<file path="src/rtl/irq_pend_pkg.sv">
package irq_pend_pkg;
  typedef enum logic [2:0] {
    RA_EN_SET = 3'd0,
    RA_EN_CLR = 3'd1,
    RA_PD_SET = 3'd2,
    RA_PD_CLR = 3'd3,
    RA_ACTIVE = 3'd4,
    RA_MODE   = 3'd5
  } reg_addr_e;
endpackage

</file>
<file path="src/rtl/irq_in_stage.sv">
module irq_in_stage #(
  parameter int EXT_CYC = 2,
  localparam int CW = $clog2(EXT_CYC) + 1
) (
  input  logic clk_i,
  input  logic rst_ni,
  input  logic line_i,
  input  logic edge_mode_i,
  output logic hit_o
);
  logic s1_q, s2_q, prv_q, stretched, rise;
  logic [CW-1:0] cnt_q;

  always_ff @(posedge clk_i or negedge rst_ni) begin
    if (!rst_ni) begin
      s1_q  <= 1'b0;
      s2_q  <= 1'b0;
      prv_q <= 1'b0;
      cnt_q <= '0;
    end else begin
      s1_q  <= line_i;
      s2_q  <= s1_q;
      prv_q <= stretched;
      // hold tail for EXT_CYC-1 cycles after the synced line falls
      if (s2_q)              cnt_q <= CW'(EXT_CYC - 1);
      else if (cnt_q != '0)  cnt_q <= cnt_q - 1'b1;
    end
  end

  assign stretched = s2_q | (cnt_q != '0);
  assign rise      = stretched & ~prv_q;
  assign hit_o     = edge_mode_i ? rise : s2_q;
endmodule

</file>
<file path="src/rtl/irq_reg_port.sv">
module irq_reg_port
  import irq_pend_pkg::*;
#(
  parameter int N_SRC = 32
) (
  input  logic             we_i,
  input  logic [2:0]       addr_i,
  input  logic [N_SRC-1:0] wdata_i,
  input  logic [N_SRC-1:0] en_i,
  input  logic [N_SRC-1:0] pend_i,
  input  logic [N_SRC-1:0] act_i,
  input  logic [N_SRC-1:0] mode_i,
  output logic [N_SRC-1:0] en_set_o,
  output logic [N_SRC-1:0] en_clr_o,
  output logic [N_SRC-1:0] pd_set_o,
  output logic [N_SRC-1:0] pd_clr_o,
  output logic             mode_we_o,
  output logic [N_SRC-1:0] rdata_o
);
  reg_addr_e ra;
  assign ra = reg_addr_e'(addr_i);

  always_comb begin
    en_set_o  = '0;
    en_clr_o  = '0;
    pd_set_o  = '0;
    pd_clr_o  = '0;
    mode_we_o = 1'b0;
    if (we_i) begin
      case (ra)
        RA_EN_SET: en_set_o  = wdata_i;
        RA_EN_CLR: en_clr_o  = wdata_i;
        RA_PD_SET: pd_set_o  = wdata_i;
        RA_PD_CLR: pd_clr_o  = wdata_i;
        RA_MODE:   mode_we_o = 1'b1;
        default:   ;
      endcase
    end
  end

  always_comb begin
    case (ra)
      RA_EN_SET, RA_EN_CLR: rdata_o = en_i;
      RA_PD_SET, RA_PD_CLR: rdata_o = pend_i;
      RA_ACTIVE:            rdata_o = act_i;
      RA_MODE:              rdata_o = mode_i;
      default:              rdata_o = '0;
    endcase
  end
endmodule

</file>
<file path="src/rtl/irq_state.sv">
module irq_state #(
  parameter int N_SRC = 32,
  parameter int IDW   = 5
) (
  input  logic             clk_i,
  input  logic             rst_ni,
  input  logic [N_SRC-1:0] hit_i,
  input  logic [N_SRC-1:0] en_set_i,
  input  logic [N_SRC-1:0] en_clr_i,
  input  logic [N_SRC-1:0] pd_set_i,
  input  logic [N_SRC-1:0] pd_clr_i,
  input  logic             mode_we_i,
  input  logic [N_SRC-1:0] mode_wdata_i,
  input  logic             ack_valid_i,
  input  logic [IDW-1:0]   ack_id_i,
  input  logic             eret_i,
  input  logic [IDW-1:0]   eret_id_i,
  output logic [N_SRC-1:0] en_o,
  output logic [N_SRC-1:0] pend_o,
  output logic [N_SRC-1:0] act_o,
  output logic [N_SRC-1:0] mode_o
);
  logic [N_SRC-1:0] ack_hot, eret_hot;

  always_comb begin
    for (int i = 0; i < N_SRC; i++) begin
      ack_hot[i]  = ack_valid_i && (ack_id_i == IDW'(i));
      eret_hot[i] = eret_i && (eret_id_i == IDW'(i));
    end
  end

  always_ff @(posedge clk_i or negedge rst_ni) begin
    if (!rst_ni) begin
      en_o   <= '0;
      pend_o <= '0;
      act_o  <= '0;
      mode_o <= '0;
    end else begin
      en_o   <= (en_o & ~en_clr_i) | en_set_i;
      // any set beats any clear
      pend_o <= (pend_o & ~(pd_clr_i | ack_hot)) | hit_i | pd_set_i;
      act_o  <= (act_o & ~eret_hot) | ack_hot;
      if (mode_we_i) mode_o <= mode_wdata_i;
    end
  end
endmodule

</file>
<file path="src/rtl/irq_pend_bank.sv">
module irq_pend_bank #(
  parameter int N_SRC   = 32,
  parameter int EXT_CYC = 2,
  localparam int IDW    = (N_SRC > 1) ? $clog2(N_SRC) : 1
) (
  input  logic             clk_i,
  input  logic             rst_ni,
  input  logic [N_SRC-1:0] irq_i,
  input  logic             reg_we_i,
  input  logic [2:0]       reg_addr_i,
  input  logic [N_SRC-1:0] reg_wdata_i,
  output logic [N_SRC-1:0] reg_rdata_o,
  input  logic             ack_valid_i,
  input  logic [IDW-1:0]   ack_id_i,
  input  logic             eret_i,
  input  logic [IDW-1:0]   eret_id_i,
  output logic [N_SRC-1:0] req_o
);
  logic [N_SRC-1:0] hit, en_w, pend_w, act_w, mode_w;
  logic [N_SRC-1:0] en_set, en_clr, pd_set, pd_clr;
  logic             mode_we;

  for (genvar g = 0; g < N_SRC; g++) begin : g_src
    irq_in_stage #(.EXT_CYC(EXT_CYC)) u_stage (
      .clk_i      (clk_i),
      .rst_ni     (rst_ni),
      .line_i     (irq_i[g]),
      .edge_mode_i(mode_w[g]),
      .hit_o      (hit[g])
    );
  end

  irq_reg_port #(.N_SRC(N_SRC)) u_port (
    .we_i     (reg_we_i),
    .addr_i   (reg_addr_i),
    .wdata_i  (reg_wdata_i),
    .en_i     (en_w),
    .pend_i   (pend_w),
    .act_i    (act_w),
    .mode_i   (mode_w),
    .en_set_o (en_set),
    .en_clr_o (en_clr),
    .pd_set_o (pd_set),
    .pd_clr_o (pd_clr),
    .mode_we_o(mode_we),
    .rdata_o  (reg_rdata_o)
  );

  irq_state #(.N_SRC(N_SRC), .IDW(IDW)) u_state (
    .clk_i       (clk_i),
    .rst_ni      (rst_ni),
    .hit_i       (hit),
    .en_set_i    (en_set),
    .en_clr_i    (en_clr),
    .pd_set_i    (pd_set),
    .pd_clr_i    (pd_clr),
    .mode_we_i   (mode_we),
    .mode_wdata_i(reg_wdata_i),
    .ack_valid_i (ack_valid_i),
    .ack_id_i    (ack_id_i),
    .eret_i      (eret_i),
    .eret_id_i   (eret_id_i),
    .en_o        (en_w),
    .pend_o      (pend_w),
    .act_o       (act_w),
    .mode_o      (mode_w)
  );

  assign req_o = pend_w & en_w;
endmodule

</file>
<file path="config.mk">
export PLATFORM = sky130hd
export DESIGN_NAME = irq_pend_bank
export DESIGN_NICKNAME = d
export VERILOG_FILES = /design/src/rtl/irq_pend_pkg.sv /design/src/rtl/irq_in_stage.sv /design/src/rtl/irq_reg_port.sv /design/src/rtl/irq_state.sv /design/src/rtl/irq_pend_bank.sv
export SDC_FILE = /design/constraint.sdc
export NUM_CORES = 1
export LEC_CHECK = 0
export ABC_AREA = 1
export BUFFER_PORTS_ARGS = -buffer_cell sky130_fd_sc_hd__buf_2
export CAP_MARGIN = 10
export CORE_AREA = 3 3 233 235
export CTS_BUF_LIST = sky130_fd_sc_hd__clkbuf_4
export DETAILED_ROUTE_END_ITERATION = 12
export DIE_AREA = 0 0 236 238
export PLACE_DENSITY = 0.39
export SYNTH_ARGS = -nofsm -noshare
export SYNTH_HDL_FRONTEND = slang
export SYNTH_SLANG_ARGS = --single-unit
</file>
<file path="constraint.sdc">
create_clock -name clk_i -period 1.9 [get_ports clk_i]
set_input_delay 0.285 -clock clk_i [delete_from_list [all_inputs] [get_ports clk_i]]
set_output_delay 0.285 -clock clk_i [all_outputs]
set_load 0.1 [all_outputs]
</file>
==> results of run 1 <==
-- placed cells by master, fill, tap and decap left out, drive strengths merged, types with 6 or more instances in the layout --
| master | instances |
|---|---|
| nand4 | 18 |
| clkbuf | 117 |
| clkinv | 20 |
| nand2 | 554 |
| buf | 223 |
| dfrtp | 288 |
| ha | 32 |
| o21ai | 160 |
| nor2 | 174 |
| nand3 | 115 |
| inv | 234 |
| dlygate4sd3 | 86 |
| diode | 6 |
| a21oi | 32 |
-- metrics by stage --
step	cell area, um2	setup slack (ps)	power, uW	TNS [ps]
floorplan	13200	20.7	12700	0
global placement	15600	134	14500	0
detailed placement	15600	95.4	14600	0
CTS	18300	-244	22000	-7310
global route	18600	-273	23300	-8520
finish	18600	-99.2	21700	-1980
-- what timing repair did --
| action | in CTS | in global routing |
|---|---|---|
| hold endpoints to repair | 448 | 0 |
| endpoints found under the setup margin | 64 | 66 |
| hold buffers | 87 | 0 |
| pin swaps | 25 | 34 |
| gates resized for setup | 216 | 68 |
| buffers inserted | 20 | 19 |
-- layer usage --
metal  up-vias  global-route usage  share of wire
met5         -                   0        0.00030
met4         2              0.0570          0.028
met3        80              0.0379          0.051
met2       260               0.253           0.47
met1      5521               0.200           0.45
li1       5890                   -              -
-- report_power, final --
part | internal (uW) | switching, uW | leakage [uW]
Clock | 3220 | 2800 | 0.000629
Sequential | 7410 | 720 | 0.00328
Combinational | 2760 | 4830 | 0.00540
Total | 13400 | 8350 | 0.00931
-- cell families after synthesis --
family | count (synthesis)
AND/OR/NAND/NOR | 861
flip-flops | 288
buffers and inverters | 276
AO/OA/AOI/OAI | 192
adder cells (fa/ha/maj) | 32
-- worst min-delay path, cell delays in order --
cell and delay [ps]:
buf_2 130, nand2_1 70, nor2_2 60, buf_12 150, nand2_1 60, nand3_1 70
nand2_1 50
-- worst min path at each step --
stage               cells past startpoint                        end     startpoint  slack (ps)
floorplan                               0  g_src[0].u_stage.cnt_q[0]         rst_ni         -10
global placement                        1      g_src[3].u_stage.s1_q         rst_ni         160
finish                                  7          u_state.pend_o[4]  reg_addr_i[1]         120
global route                            2     g_src[31].u_stage.s1_q      irq_i[31]          30
CTS                                     2     g_src[24].u_stage.s1_q      irq_i[24]           5
detailed placement                      1      g_src[3].u_stage.s2_q         rst_ni         150
-- registers in the layout, summed over array words and instances, names as in the netlist --
| register | count |
|---|---|
| g_src.u_stage.cnt_q | 64 |
| g_src.u_stage.prv_q | 32 |
| g_src.u_stage.s1_q | 32 |
| g_src.u_stage.s2_q | 32 |
| u_state.act_o | 32 |
| u_state.en_o | 32 |
| u_state.mode_o | 32 |
| u_state.pend_o | 32 |
-- layout make-up --
cell class                 count  share of cell area
inverter                     230              0.0473
timing repair buffer         309               0.181
tap                          688              0.0462
clock inverter                27             0.00967
multi-input combinational   1085               0.282
clock buffer                 117              0.0471
antenna                        6            0.000806
sequential                   288               0.387
==> summary.md, run 1 <==
| Metric | Value |
|---|---|
| I/O Buffers | `145` |
| Synth Area in Compound Gates | `0.0733` |
| Yosys warnings | `0` |
| Multi-input logic area | `5250 um2` |
| Fmax | `500 MHz` |
| Final setup viols | `33` |
| Top FF cell, synth | `dfrtp_1` |
| Via count | `11,800` |
| Core area | `52,400 um2` |
| Total track usage | `0.155` |
| Post-Place Cells | `2,479` |
| Worst slew margin | `0.322` |
| Initial Util | `0.250` |
| Final worst slack | `-99.2 ps` |
| Post-synth ARST share | `1.00` |
| Failing checks | `setup timing` |
| Register area | `7210 um2` |
| Row count | `84` |
| Global-route wire length before repair | `67,900 um` |
| Post-Syn Area | `13,100 um2` |
| Syn_area_per_cell | `7.95 um2` |
| Critical path arrival | `1710 ps` |
| Final nets | `2,116` |
| Clk buf depth | `3` |
| Die Width | `236 um` |
| Avg WL per Cell | `15.5 um` |
| Number of antenna violations at the first check in global routing | `7` |
| Detail Placement HPWL | `29,700 um` |
| CP top delay family | `flip-flops` |
| Vias in the first global route | `12,000` |
| Clock Sinks | `288` |
| Gr ovfl total | `0` |
| Finished Core Util | `0.355` |
| Post-Synth XOR/XNOR Area | `0` |
| Peak supply drop | `591 uV` |
| Slowest-stage cell, CP | `dfrtp_1` |
| Worst Setup SP | `u_state.pend_o[4]` |
| Post-synthesis mux area share | `0` |
| WL final | `42,800 um` |
| Fill count | `5,493` |
| Mapped Nets | `1,763` |
| Top-count cell post-synth | `nand2_1` |
| Most instantiated cells after synthesis | `nand2_1, dfrtp_1, inv_1` |
| CP max stage delay | `410 ps` |
| Worst Path Buf+Inv | `1` |
| Startpoint Class | `flip-flop` |
| Worst hold slack | `120 ps` |
| Setup crit end | `reg_rdata_o[4]` |
| First-pass DRT Iterations | `4` |
| H-Tree Depth | `3` |
| Data required, critical path | `1620 ps` |
| Combinational family with the most area after synthesis | `simple AND/OR/NAND/NOR gates` |
| R2r startpoint | `g_src[24].u_stage.cnt_q[0]` |
| DR iter-0 viols | `543` |
| Die Height | `238 um` |
| Via-to-Cell Ratio | `4.27` |
| Critical path class | `reg -> out` |
| Largest net degree at the start of global routing | `82` |
| Final Critical Period | `2000 ps` |
| HP Class | `in -> reg` |
| Worst path cell trace | `nand2_1 -> nand2_1 -> nor2_2 -> nand2_2 -> buf_12` |
| GPL Wtd Cong | `0.815` |
| Crit. End Element | `primary output` |
| Worst Max-Slew Pin Slew | `1010 ps` |
| FF-to-FF path depth | `7` |
| Boundary Pins | `146` |
| CTS tree | `yes` |
| Pins Over Slew Limit | `0` |
| CTS buffer count | `88` |
| Layout cells sized above 1 | `0.240` |
| Clock latency on the worst-skew pair | `810 ps` |
| Clock skew | `36.2 ps` |
| Run status | `complete, but fails checks` |
| Area contributors post-synth | `dfrtp_1, nand2_1, inv_1` |
| Post-synth top area share | `0.550` |
| RSZ-0062 raised after global routing | `true` |
| Residual DRC | `0` |
| Synth-to-layout area growth | `42.2%` |
| Max Cap Viol | `0` |
| Leakage | `0.00931 uW` |
| PD cells | `1170 nW/um2` |
| Die area | `56,200 um2` |
| Fin cells | `2,750` |
| Synth Area in Adders | `0.0305` |
| Final worst-path cycle share | `1.05` |
| Final hold vios | `0` |
| Final ANT Viol Nets | `0` |
| Crit Path Max Fanout | `3` |
| Root buffer cell | `clkbuf_4` |
| Simple-Gate Fraction of Synth Area | `0.263` |
| Yosys top cell by area | `dfrtp_1` |
| R2r endpoint | `u_state.pend_o[24]` |
| Clock transition at path regs | `70 ps` |
| Seq/Total Area, Yosys | `0.550` |
| Syn Inst Count | `1,649` |
| Reg-to-reg slack, setup | `750 ps` |
| Distinct cells, synth | `19` |
| Synthesized flop and latch total | `288` |
| Crit path top cell by count | `nand2_1` |
| EDFF count, synth | `0` |
| Critical Path Stages | `5` |
Note: power is estimated with default switching activity, not from simulation.
==> run 2: changes to the inputs <==
- CORE_AREA: 3 3 233 235 -> 3 3 166 330
- DIE_AREA: 0 0 236 238 -> 0 0 169 333
- PLACE_DENSITY: 0.39 -> 0.38
==> summary.md, run 2 (same netlist as run 1, synthesis figures left out) <==
| Metric | Value |
|---|---|
| Run status | `complete, but fails checks` |
| Failing checks | `setup timing` |
| Final Critical Period | `2010 ps (+11.6 ps)` |
| Worst Max-Slew Pin Slew | `640 ps (-374 ps)` |
| Largest net degree at the start of global routing | `70 (-15%)` |
| Final worst-path cycle share | `1.06 (+0.00610)` |
| Clock latency on the worst-skew pair | `800 ps (about the same)` |
| DR iter-0 viols | `486 (-10%)` |
| Final worst slack | `-111 ps (-11.6 ps)` |
| Final ANT Viol Nets | `0 (unchanged)` |
| Crit. End Element | `primary output` |
| Max Cap Viol | `0 (unchanged)` |
| Die area | `56,300 um2 (+0.19%)` |
| Gr ovfl total | `0 (unchanged)` |
| Total track usage | `0.159 (+0.00419)` |
| Pins Over Slew Limit | `0 (unchanged)` |
| Core area | `52,600 um2 (+0.22%)` |
| CTS buffer count | `78 (-11%)` |
| Final hold vios | `0 (unchanged)` |
| Multi-input logic area | `5380 um2 (+2.4%)` |
| Setup_tns | `-1230 ps (+750 ps)` |
| Clock Sinks | `288 (unchanged)` |
| Synth-to-layout area growth | `45.5%` |
| Critical path arrival | `1730 ps (+20 ps)` |
| Setup WS pre-CTS | `31.3 ps (-64.2 ps)` |
| Layout cells sized above 1 | `0.266 (+0.0262)` |
| Worst slew margin | `0.572 (+0.251)` |
| Startpoint Class | `flip-flop` |
| Root buffer cell | `clkbuf_4` |
| First-pass DRT Iterations | `5 (+1)` |
| Residual DRC | `0 (unchanged)` |
| Clock transition at path regs | `60 ps (about the same)` |
| WL final | `44,200 um (+3.5%)` |
| Post-Place Cells | `2,465 (-0.56%)` |
| Reg with most FFs | `g_src.u_stage.cnt_q` |
| Boundary Pins | `146 (unchanged)` |
| Via-to-Cell Ratio | `4.31 (+0.75%)` |
| H-Tree Depth | `3 (unchanged)` |
| Finished Core Util | `0.363 (+0.00756)` |
| Die Height | `333 um (+40%)` |
| Peak supply drop | `567 uV (-4.2%)` |
| Fmax | `497 MHz (-0.58%)` |
| Final nets | `2,141 (+1.2%)` |
| HP Class | `in -> async` |
| Fill count | `5,451 (-0.76%)` |
| Final setup viols | `29 (-12%)` |
| Max reg flops | `64 (unchanged)` |
| Critical path class | `reg -> out` |
| Crit Path Max Fanout | `2 (-1)` |
| Register area | `7210 um2 (about the same)` |
| Number of antenna violations at the first check in global routing | `5 (-2)` |
| Fin cells | `2,749 (-0.036%)` |
| Via count | `11,800 (+0.71%)` |
| Leakage | `0.00952 uW (+2.3%)` |
| I/O Buffers | `145 (unchanged)` |
| Vias in the first global route | `12,100 (+0.73%)` |
| PD cells | `1150 nW/um2 (-1.7%)` |
| RSZ-0062 raised after global routing | `true` |
| Detail Placement HPWL | `31,500 um (+6.1%)` |
| Data required, critical path | `1620 ps (about the same)` |
| Most frequent cells in the layout | `nand2_1, dfrtp_1, inv_1` |
| GPL Wtd Cong | `0.815 (about the same)` |
| Commonest non-fill, non-tap cell in the layout | `nand2_1` |
| Worst hold slack | `99.9 ps (-20.4 ps)` |
| Avg WL per Cell | `16.1 um (+3.5%)` |
| Initial Util | `0.249 (-0.000542)` |
| Die Width | `169 um (-28%)` |
| Global-route wire length before repair | `69,300 um (+2.1%)` |
| Clock skew | `60.3 ps (+24.1 ps)` |
| CTS tree | `yes` |
| Row count | `119 (+42%)` |
| Clk buf depth | `3 (unchanged)` |
## run 2: cell count changes in the layout (fill, tap and decap cells not counted), sizes merged
cell,change
diode,-1
clkinv,-11
inv,-3
clkbuf,+3
bufinv,-1
buf,+42
dlygate4sd3,-7
## run 2: worst paths after layout
kind	start	to	slack, ps	cells after the start
max	u_state.pend_o[1]	reg_rdata_o[1]	-110	5
min in group clk_i	ack_valid_i	u_state.act_o[12]	110	6
max in group asynchronous	rst_ni	g_src[17].u_stage.s1_q	1360	3
min reg2reg	g_src[28].u_stage.s1_q	g_src[28].u_stage.s2_q	340	0
min	rst_ni	u_state.act_o[22]	100	3
max reg2reg	g_src[20].u_stage.cnt_q[0]	u_state.pend_o[20]	700	7
## run 2: repair_timing
| item | CTS | global route |
|---|---|---|
| buffers inserted | 33 | 37 |
| pin swaps | 53 | 44 |
| endpoints found under the setup margin | 64 | 61 |
| hold endpoints to repair | 448 | 0 |
| resized for setup | 232 | 96 |
| hold buffers | 81 | 0 |
## run 2: routing by layer
metal  GRT usage  wire [um]  vias to the layer above
li1            -          -                     5928
met4      0.0724       1720                        2
met5           0          7                        -
met2       0.289      23300                      257
met3      0.0302       2010                       83
met1       0.177      17200                     5567
## run 2: power breakdown
| part | internal (uW) | switching [uW] | total (uW) |
|---|---|---|---|
| Clock | 3110 | 2740 | 5860 |
| Sequential | 7410 | 757 | 8160 |
| Combinational | 2940 | 4920 | 7860 |
## run 2: layout make-up
cell class	instances	share of cell area
sequential	288	0.378
multi-input combinational	1085	0.282
timing repair buffer	344	0.197
clock buffer	120	0.0472
inverter	230	0.0467
tap	665	0.0436
clock inverter	12	0.00512
antenna	5	0.000656
## run 2: metrics by stage
| stage | power, uW | area (um2) |
|---|---|---|
| floorplan | 12700 | 13200 |
| global placement | 14600 | 15700 |
| detailed placement | 14700 | 15700 |
| CTS | 21900 | 18500 |
| global route | 23400 | 19100 |
| finish | 21900 | 19100 |
## run 2: worst max-delay path, stage by stage (launching register included)
cell     delay, ps
dfrtp_1        430
nand2_1        110
nand2_2         70
nor2_4         130
nand2_4         80
buf_12         170
